File: config.mk
export PLATFORM = sky130hd
export DESIGN_NAME = dp_contention_arbiter
export DESIGN_NICKNAME = d
export VERILOG_FILES = /design/src/rtl/dpa_pkg.sv /design/src/rtl/dpa_port_track.sv /design/src/rtl/dpa_owner_arb.sv /design/src/rtl/dpa_write_gate.sv /design/src/rtl/dp_contention_arbiter.sv
export SDC_FILE = /design/constraint.sdc
export NUM_CORES = 1
export LEC_CHECK = 0
export BUFFER_PORTS_ARGS = -buffer_cell sky130_fd_sc_hd__buf_2
export CORE_UTILIZATION = 46
export CTS_CLUSTER_SIZE = 30
export DETAILED_ROUTE_END_ITERATION = 10
export GPL_TIMING_DRIVEN = 0
export PLACE_DENSITY = 0.75
export SKIP_CTS_REPAIR_TIMING = 1
export SYNTH_ARGS = -nofsm -noshare
export SYNTH_HDL_FRONTEND = slang
export SYNTH_SLANG_ARGS = --single-unit
export TNS_END_PERCENT = 100
File: constraint.sdc
create_clock -name clk -period 1.8 [get_ports clk]
set_input_delay 0.36 -clock clk [delete_from_list [all_inputs] [get_ports clk]]
set_output_delay 0.36 -clock clk [all_outputs]
set_load 0.02 [all_outputs]
File: src/rtl/dpa_pkg.sv
package dpa_pkg;
  typedef enum logic [1:0] {
    OWN_NONE  = 2'd0,
    OWN_LEFT  = 2'd1,
    OWN_RIGHT = 2'd2
  } owner_e;

  localparam int NPORT = 2;
  localparam int IDX_L = 0;
  localparam int IDX_R = 1;
endpackage

File: src/rtl/dpa_port_track.sv
module dpa_port_track #(
  parameter int ADDR_W = 15
) (
  input  logic              clk,
  input  logic              rst_n,
  input  logic              en,
  input  logic [ADDR_W-1:0] addr,
  output logic              fresh
);
  logic              prev_en;
  logic [ADDR_W-1:0] prev_addr;

  always_ff @(posedge clk or negedge rst_n) begin
    if (!rst_n) begin
      prev_en   <= 1'b0;
      prev_addr <= '0;
    end else begin
      prev_en   <= en;
      prev_addr <= addr;
    end
  end

  // a request is new when it was not standing unchanged last cycle
  assign fresh = en & (~prev_en | (addr != prev_addr));
endmodule

File: src/rtl/dpa_owner_arb.sv
module dpa_owner_arb
  import dpa_pkg::*;
#(
  parameter int ADDR_W = 15
) (
  input  logic              clk,
  input  logic              rst_n,
  input  logic              en_l,
  input  logic              en_r,
  input  logic [ADDR_W-1:0] addr_l,
  input  logic [ADDR_W-1:0] addr_r,
  input  logic              fresh_l,
  input  logic              fresh_r,
  output logic              match,
  output owner_e            owner_d,
  output owner_e            owner_q
);
  assign match = en_l & en_r & (addr_l == addr_r);

  always_comb begin
    owner_d = OWN_NONE;
    if (match) begin
      if (owner_q == OWN_LEFT && !fresh_l)
        owner_d = OWN_LEFT;
      else if (owner_q == OWN_RIGHT && !fresh_r)
        owner_d = OWN_RIGHT;
      else if (fresh_l && !fresh_r)
        owner_d = OWN_RIGHT;
      else
        owner_d = OWN_LEFT;
    end
  end

  always_ff @(posedge clk or negedge rst_n) begin
    if (!rst_n) owner_q <= OWN_NONE;
    else        owner_q <= owner_d;
  end

  AST_KEEP_LEFT: assert property (@(posedge clk) disable iff (!rst_n)
    (owner_q == OWN_LEFT && match && !fresh_l) |=> owner_q == OWN_LEFT);
  AST_KEEP_RIGHT: assert property (@(posedge clk) disable iff (!rst_n)
    (owner_q == OWN_RIGHT && match && !fresh_r) |=> owner_q == OWN_RIGHT);
  AST_OWNER_NEEDS_MATCH: assert property (@(posedge clk) disable iff (!rst_n)
    !match |=> owner_q == OWN_NONE);
  AST_OLD_BEATS_NEW: assert property (@(posedge clk) disable iff (!rst_n)
    (match && owner_q == OWN_NONE && fresh_l && !fresh_r) |=> owner_q == OWN_RIGHT);
endmodule

File: src/rtl/dpa_write_gate.sv
module dpa_write_gate
  import dpa_pkg::*;
#(
  parameter int NP = NPORT
) (
  input  logic          clk,
  input  logic          rst_n,
  input  logic          is_master,
  input  logic          match,
  input  owner_e        owner_d,
  input  owner_e        owner_q,
  input  logic [NP-1:0] en,
  input  logic [NP-1:0] wr,
  input  logic [NP-1:0] busy_in,
  output logic [NP-1:0] busy_out,
  output logic [NP-1:0] wr_ok
);
  for (genvar i = 0; i < NP; i++) begin : g_port
    localparam owner_e WINNER_OTHER = (i == IDX_L) ? OWN_RIGHT : OWN_LEFT;
    logic lose_now;
    logic busy_q;
    logic blocked;

    assign lose_now    = match & (owner_d == WINNER_OTHER);
    assign busy_q      = (owner_q == WINNER_OTHER);
    assign busy_out[i] = is_master ? busy_q : busy_in[i];
    assign blocked     = is_master ? (lose_now | busy_q) : busy_in[i];
    assign wr_ok[i]    = en[i] & wr[i] & ~blocked;

    AST_SLAVE_HOLD: assert property (@(posedge clk) disable iff (!rst_n)
      (!is_master && busy_in[i]) |-> !wr_ok[i]);
    AST_BUSY_BLOCKS: assert property (@(posedge clk) disable iff (!rst_n)
      busy_out[i] |-> !wr_ok[i]);
  end
endmodule

File: src/rtl/dp_contention_arbiter.sv
module dp_contention_arbiter
  import dpa_pkg::*;
#(
  parameter int ADDR_W = 15
) (
  input  logic              clk,
  input  logic              rst_n,
  input  logic              is_master,
  input  logic              lft_en,
  input  logic [ADDR_W-1:0] lft_addr,
  input  logic              lft_wr,
  input  logic              rgt_en,
  input  logic [ADDR_W-1:0] rgt_addr,
  input  logic              rgt_wr,
  input  logic              lft_busy_in,
  input  logic              rgt_busy_in,
  output logic              lft_busy_out,
  output logic              rgt_busy_out,
  output logic              lft_wr_ok,
  output logic              rgt_wr_ok
);
  logic [NPORT-1:0] en_v, wr_v, bin_v, bout_v, ok_v, fresh_v;
  logic [ADDR_W-1:0] addr_v [NPORT];
  logic   match;
  owner_e owner_d, owner_q;

  assign en_v  = {rgt_en, lft_en};
  assign wr_v  = {rgt_wr, lft_wr};
  assign bin_v = {rgt_busy_in, lft_busy_in};
  assign addr_v[IDX_L] = lft_addr;
  assign addr_v[IDX_R] = rgt_addr;

  for (genvar p = 0; p < NPORT; p++) begin : g_track
    dpa_port_track #(.ADDR_W(ADDR_W)) u_track (
      .clk   (clk),
      .rst_n (rst_n),
      .en    (en_v[p]),
      .addr  (addr_v[p]),
      .fresh (fresh_v[p])
    );
  end

  dpa_owner_arb #(.ADDR_W(ADDR_W)) u_arb (
    .clk     (clk),
    .rst_n   (rst_n),
    .en_l    (en_v[IDX_L]),
    .en_r    (en_v[IDX_R]),
    .addr_l  (addr_v[IDX_L]),
    .addr_r  (addr_v[IDX_R]),
    .fresh_l (fresh_v[IDX_L]),
    .fresh_r (fresh_v[IDX_R]),
    .match   (match),
    .owner_d (owner_d),
    .owner_q (owner_q)
  );

  dpa_write_gate #(.NP(NPORT)) u_gate (
    .clk       (clk),
    .rst_n     (rst_n),
    .is_master (is_master),
    .match     (match),
    .owner_d   (owner_d),
    .owner_q   (owner_q),
    .en        (en_v),
    .wr        (wr_v),
    .busy_in   (bin_v),
    .busy_out  (bout_v),
    .wr_ok     (ok_v)
  );

  assign lft_busy_out = bout_v[IDX_L];
  assign rgt_busy_out = bout_v[IDX_R];
  assign lft_wr_ok    = ok_v[IDX_L];
  assign rgt_wr_ok    = ok_v[IDX_R];

  AST_ONE_BUSY: assert property (@(posedge clk) disable iff (!rst_n)
    is_master |-> !(lft_busy_out && rgt_busy_out));
  AST_NO_DUAL_WRITE: assert property (@(posedge clk) disable iff (!rst_n)
    (is_master && lft_en && rgt_en && lft_addr == rgt_addr) |-> !(lft_wr_ok && rgt_wr_ok));
  AST_BUSY_FALLS: assert property (@(posedge clk) disable iff (!rst_n)
    (is_master && !(lft_en && rgt_en && lft_addr == rgt_addr))
      |=> (!is_master || (!lft_busy_out && !rgt_busy_out)));
  AST_BUSY_NEEDS_MATCH: assert property (@(posedge clk) disable iff (!rst_n)
    (is_master && $rose(rgt_busy_out)) |-> $past(lft_en && rgt_en && lft_addr == rgt_addr));
endmodule

# Yosys cells after proc, flatten, opt, wreduce, memory -nomap -nowiden
# Index checks and enable logic that the tools add are counted.
# op_classes
reduce_logical	5
bitwise_logic	18
n_mux	8
eq_ne	7
# ops
cell	n
inequality test 15 bit	2
== test 15 bit	1
bitwise AND 1 bit	10
two-way mux 2 bit	4
== test 2 x 1 -> 1 bit, second input constant	2
== test 2 bit, second input constant	2
two-way mux 1 bit	4
NOT 1 bit	4
bitwise OR 1 bit	4
logical AND 1 bit	3
logical NOT 1 bit	2
# totals
word_cells	43
in_bits	39
ff_bits	34

# Depth between registers and ports, before layout
# logic_depth
depth_word	15
mapped_depth	5
mapped_depth_nobuf	5

# Hierarchy
# Synthesis repeated with hierarchy kept, for this count alone.
# hier_totals
cells_unflattened	115
hier_area_um2	1470.2
# modules_own_cells
mod	cells_each	instances	area_per_inst_um2
dpa_port_track	37	2	569.3
dpa_owner_arb	29	1	246.5
dpa_write_gate	12	1	85.1

# Least setup slack after synthesis
# Ideal clock, no wire load.
# synth_path
path_kind	register -> output
from	reg g_track[0].u_track.prev_addr[12]
to	out lft_wr_ok
stages_incl_launch_ff	6
arrival_ns	1.773
setup_slack_ns	-0.333
cell_sequence	dfrtp_1 xnor2_1 nand4_1 or4_4 a21o_1 a31oi_1
# synth_between
elab_chain_len	14
# synth_rtl
item	line	text
start: declaration	dpa_port_track.sv:11	logic [ADDR_W-1:0] prev_addr;
start signal: assignment	dpa_port_track.sv:19	prev_addr <= addr;
inequality test 15 bit (*)	dpa_port_track.sv:24	assign fresh = en & (~prev_en | (addr != prev_addr));
bitwise OR 1 bit (*)	dpa_port_track.sv:24	
bitwise AND 1 bit (*)	dpa_port_track.sv:24	
logical AND 1 bit	dpa_owner_arb.sv:27	else if (fresh_l && !fresh_r)
two-way mux 2 bit	dpa_owner_arb.sv:27	
two-way mux 2 bit	dpa_owner_arb.sv:25	else if (owner_q == OWN_RIGHT && !fresh_r)
two-way mux 2 bit (*)	dpa_owner_arb.sv:23	if (owner_q == OWN_LEFT && !fresh_l)
two-way mux 2 bit (*)	dpa_owner_arb.sv:22	if (match) begin
== test 2 bit (*)	dpa_write_gate.sv:24	assign lose_now = match & (owner_d == WINNER_OTHER);
bitwise AND 1 bit (*)	dpa_write_gate.sv:24	
bitwise OR 1 bit (*)	dpa_write_gate.sv:27	assign blocked = is_master ? (lose_now | busy_q) : busy_in[i];
two-way mux 1 bit (*)	dpa_write_gate.sv:27	
NOT 1 bit (*)	dpa_write_gate.sv:28	assign wr_ok[i] = en[i] & wr[i] & ~blocked;
bitwise AND 1 bit (*)	dpa_write_gate.sv:28	
end: declaration	dp_contention_arbiter.sv:19	output logic lft_wr_ok,
# Every way passes the cells marked *; elsewhere a longest branch is shown, timed or not.

# Worst setup path in the final report
# layout_path
from	reg g_track[0].u_track.prev_addr[4]
to	out rgt_wr_ok
# layout_between
elab_chain_len	14
# layout_rtl
item	line	text
inequality test 15 bit (*)	dpa_port_track.sv:24	
bitwise OR 1 bit (*)	dpa_port_track.sv:24	
bitwise AND 1 bit (*)	dpa_port_track.sv:24	
logical AND 1 bit	dpa_owner_arb.sv:27	
two-way mux 2 bit	dpa_owner_arb.sv:27	
two-way mux 2 bit	dpa_owner_arb.sv:25	
two-way mux 2 bit (*)	dpa_owner_arb.sv:23	
two-way mux 2 bit (*)	dpa_owner_arb.sv:22	
== test 2 x 1 -> 1 bit (*)	dpa_write_gate.sv:24	
bitwise AND 1 bit (*)	dpa_write_gate.sv:24	
bitwise OR 1 bit (*)	dpa_write_gate.sv:27	
two-way mux 1 bit (*)	dpa_write_gate.sv:27	
NOT 1 bit (*)	dpa_write_gate.sv:28	
bitwise AND 1 bit (*)	dpa_write_gate.sv:28	
end: declaration	dp_contention_arbiter.sv:20	output logic rgt_wr_ok
# Marks and branches as above.

==> results.cfg <==
[run_status]
status = finished, violations left
failed_checks = negative setup slack

[floorplanning]
die_x_um = 59.3
core_um2 = 3080
initial_core_util_pct = 49.1
row_count = 20
die_h_um = 59.3
die_area_um2 = 3520
io_pins = 43

[worst_setup_path]
worstSetupPathType = reg -> out
cp-end-kind = output port
crit_family = simple AND/OR/NAND/NOR gates
path_buf_inv = 1
path_max_fanout = 2
critPathMaxStageDelay_ns = 0.59
arrival_ns = 2.17
start_kind = flop
r2r_setup_slack_ns = -0.12
r2r-start = g_track[0].u_track.prev_addr[4]
ff2ff_path_depth = 6
crit_chain = xnor2_2, nand4_1, or4_4, a2111oi_4, nor3_4, buf_2
required_ns = 1.44
reg2reg_to = u_arb.owner_q[1]
crit_path_top_delay_cell = or4_4

[placed_design]
dpl-instance-area_um2 = 1820
place_inst = 204
hpwl_mm = 2.43
gp_congestion = 0.817
io_buffers = 42

[power_and_ir_drop]
seqPwrFrac_pct = 55.1
power_frac_comb_pct = 15.8
power_leakage_nw = 0.828
p_per_area_nw_per_um2 = 777
p_sw_mw = 0.382
total_power_mw = 1.48
switching_share_pct = 25.8
ir_worst_vdd_mv = 0.625
p_int_mw = 1.10
clockPowerShare_pct = 29.0

[timing]
hold_violations = 0
finalSetupViolCount = 4
fmax_ghz = 0.394
tightest_slew_ns = 0.735
grt_setup_unrepaired = yes
hold_ws_ns = 0.0785
drv_slew = 0
slew_headroom_pct = 51.0
min_period_over_period_pct = 141
setup_slack_ns = -0.735
fin_skew_ns = 0.0104
min_period_ns = 2.53

[global_routing]
grt_pass1_wl_mm = 4.83
grt_max_degree = 35
grt_antenna_before_repair = 0
grt-ovfl-total = 0
grt_use_total_pct = 19.9
grt_pass1_vias = 1081

[layout]
stdcell_area_um2 = 1910
antenna_cells = 0
areaGrowthSynthToFinish_pct = 26.3
final_cells = 213
drive_above_1_share_pct = 36.1
nNetsFinal = 207

[drt]
viasPerCell = 5.12
wire_per_inst_um = 14.5
drc = 0
dr.first_iter.drc_count = 22
num_vias = 1091
firstDrtPassIters = 4
wirelength_mm = 3.09
ant_nets = 0

[synthesis]
synth_async_sr_flop_share_pct = 100
synth-seq-area-share_pct = 56.3
synth_area_leaders = dfrtp_1 (56%), xnor2_1 (17%), xor2_1 (8.7%)
synth-edff-count = 0
synth_commonest_cells = dfrtp_1 (34), xnor2_1 (30), xor2_1 (15), nand4_1 (10), nor4_1 (7)
synthFlopType = dfrtp_1
yosysMostFrequentCell = dfrtp_1
ys_types = 23
synth_top_cell_by_area = dfrtp_1
synth_top_area_share_pct = 56.3
syn_inst = 118
ys_ff_latch = 34
avgSynthCellArea_um2 = 12.8
synth_nets = 157
synth.cell_area_um2 = 1510
synth.yosys.warnings = 0

[cts]
path_clk_slew_ns = 0.09
cts_buffer_depth = 2
cts_num_sinks = 34
cts_buffers = 5
cts_tree = done
cts-htree-levels = 2
cts-root-buf = clkbuf_4
clock_latency_ns = 0.33

[hold_path]
hold_class = in -> async

[job]
maxCapViolations = 0
[cell families (layout without fill, tap and decap cells)]
logic type	count (synthesis)	after routing	share of synthesized area (%)
xor+xnor	45	45	26.1
buf+inv	3	54	0.746
mux	1	1	0.746
compound gates	6	6	3.98
flops	34	34	56.3
simple gates	29	29	12.1
[flip-flops by register name, indices dropped and copies added, names as in the netlist]
register,cells
g_track.u_track.prev_addr,30
g_track.u_track.prev_en,2
u_arb.owner_q,2
[layer usage]
metal | part of all wire [%] | up-vias | GRT usage [%]
met5 | 0 | - | 0
met4 | 1.3 | 0 | 10.9
met3 | 5.7 | 4 | 4.80
met2 | 52 | 39 | 33.4
met1 | 41 | 535 | 23.3
li1 | - | 513 | -
[worst max path at each step]
| stage | from | end | depth (start not counted) |
|---|---|---|---|
| finish | g_track[0].u_track.prev_addr[4] | rgt_wr_ok | 6 |
| global route | g_track[0].u_track.prev_addr[10] | rgt_wr_ok | 6 |
| CTS | g_track[0].u_track.prev_addr[4] | rgt_wr_ok | 6 |
| detailed placement | rgt_addr[14] | rgt_wr_ok | 7 |
| global placement | rgt_addr[14] | rgt_wr_ok | 7 |
| floorplan | g_track[0].u_track.prev_addr[4] | rgt_wr_ok | 5 |
[worst reg2reg max path, delay by kind of cell, from the launching register on]
family / cells / cell delay [ns]
AOI/OAI and AO/OA: 1 / 0.24
xor gates and xnor gates: 1 / 0.13
buffers and inverters: 1 / 0.13
DFF: 1 / 0.41
and+or+nand+nor: 3 / 0.90
[metrics by stage]
step | TNS [ns] | setup slack, ns | utilization [%]
after floorplan | -0.232 | -0.126 | -
after global placement | -1.04 | -0.545 | 59.2
after detailed placement | -1.25 | -0.617 | 59.2
after CTS | -1.48 | -0.758 | 61.2
after global routing | -1.82 | -0.814 | 62.0
final | -1.56 | -0.735 | 62.0
[layout make-up]
cell class                 count  area [um2]
clock buffer                   7        55.1
fill                         253        1170
timing repair buffer          43         228
multi-input combinational     81         702
sequential                    34         851
tap                           44        55.1
inverter                       3        11.3
clock inverter                 1        5.00
[placed cells by master (no fill, tap or decap), types with 2 or more instances in the layout]
| master | n |
|---|---|
| xnor2_2 | 2 |
| nand2_1 | 3 |
| nand4_1 | 10 |
| inv_1 | 3 |
| xnor2_1 | 28 |
| nor4_1 | 7 |
| clkbuf_4 | 5 |
| buf_2 | 41 |
| buf_6 | 2 |
| xor2_1 | 15 |
| dfrtp_1 | 34 |
[power groups by stage]
stage,Sequential [mW],Clock [mW],Combinational [mW]
after floorplan,0.829,0,0.118
after global placement,0.830,0,0.224
after detailed placement,0.833,0,0.232
after CTS,0.817,0.442,0.233
after global routing,0.820,0.478,0.257
final,0.817,0.430,0.235
Note: power is estimated with default switching activity, not from simulation.
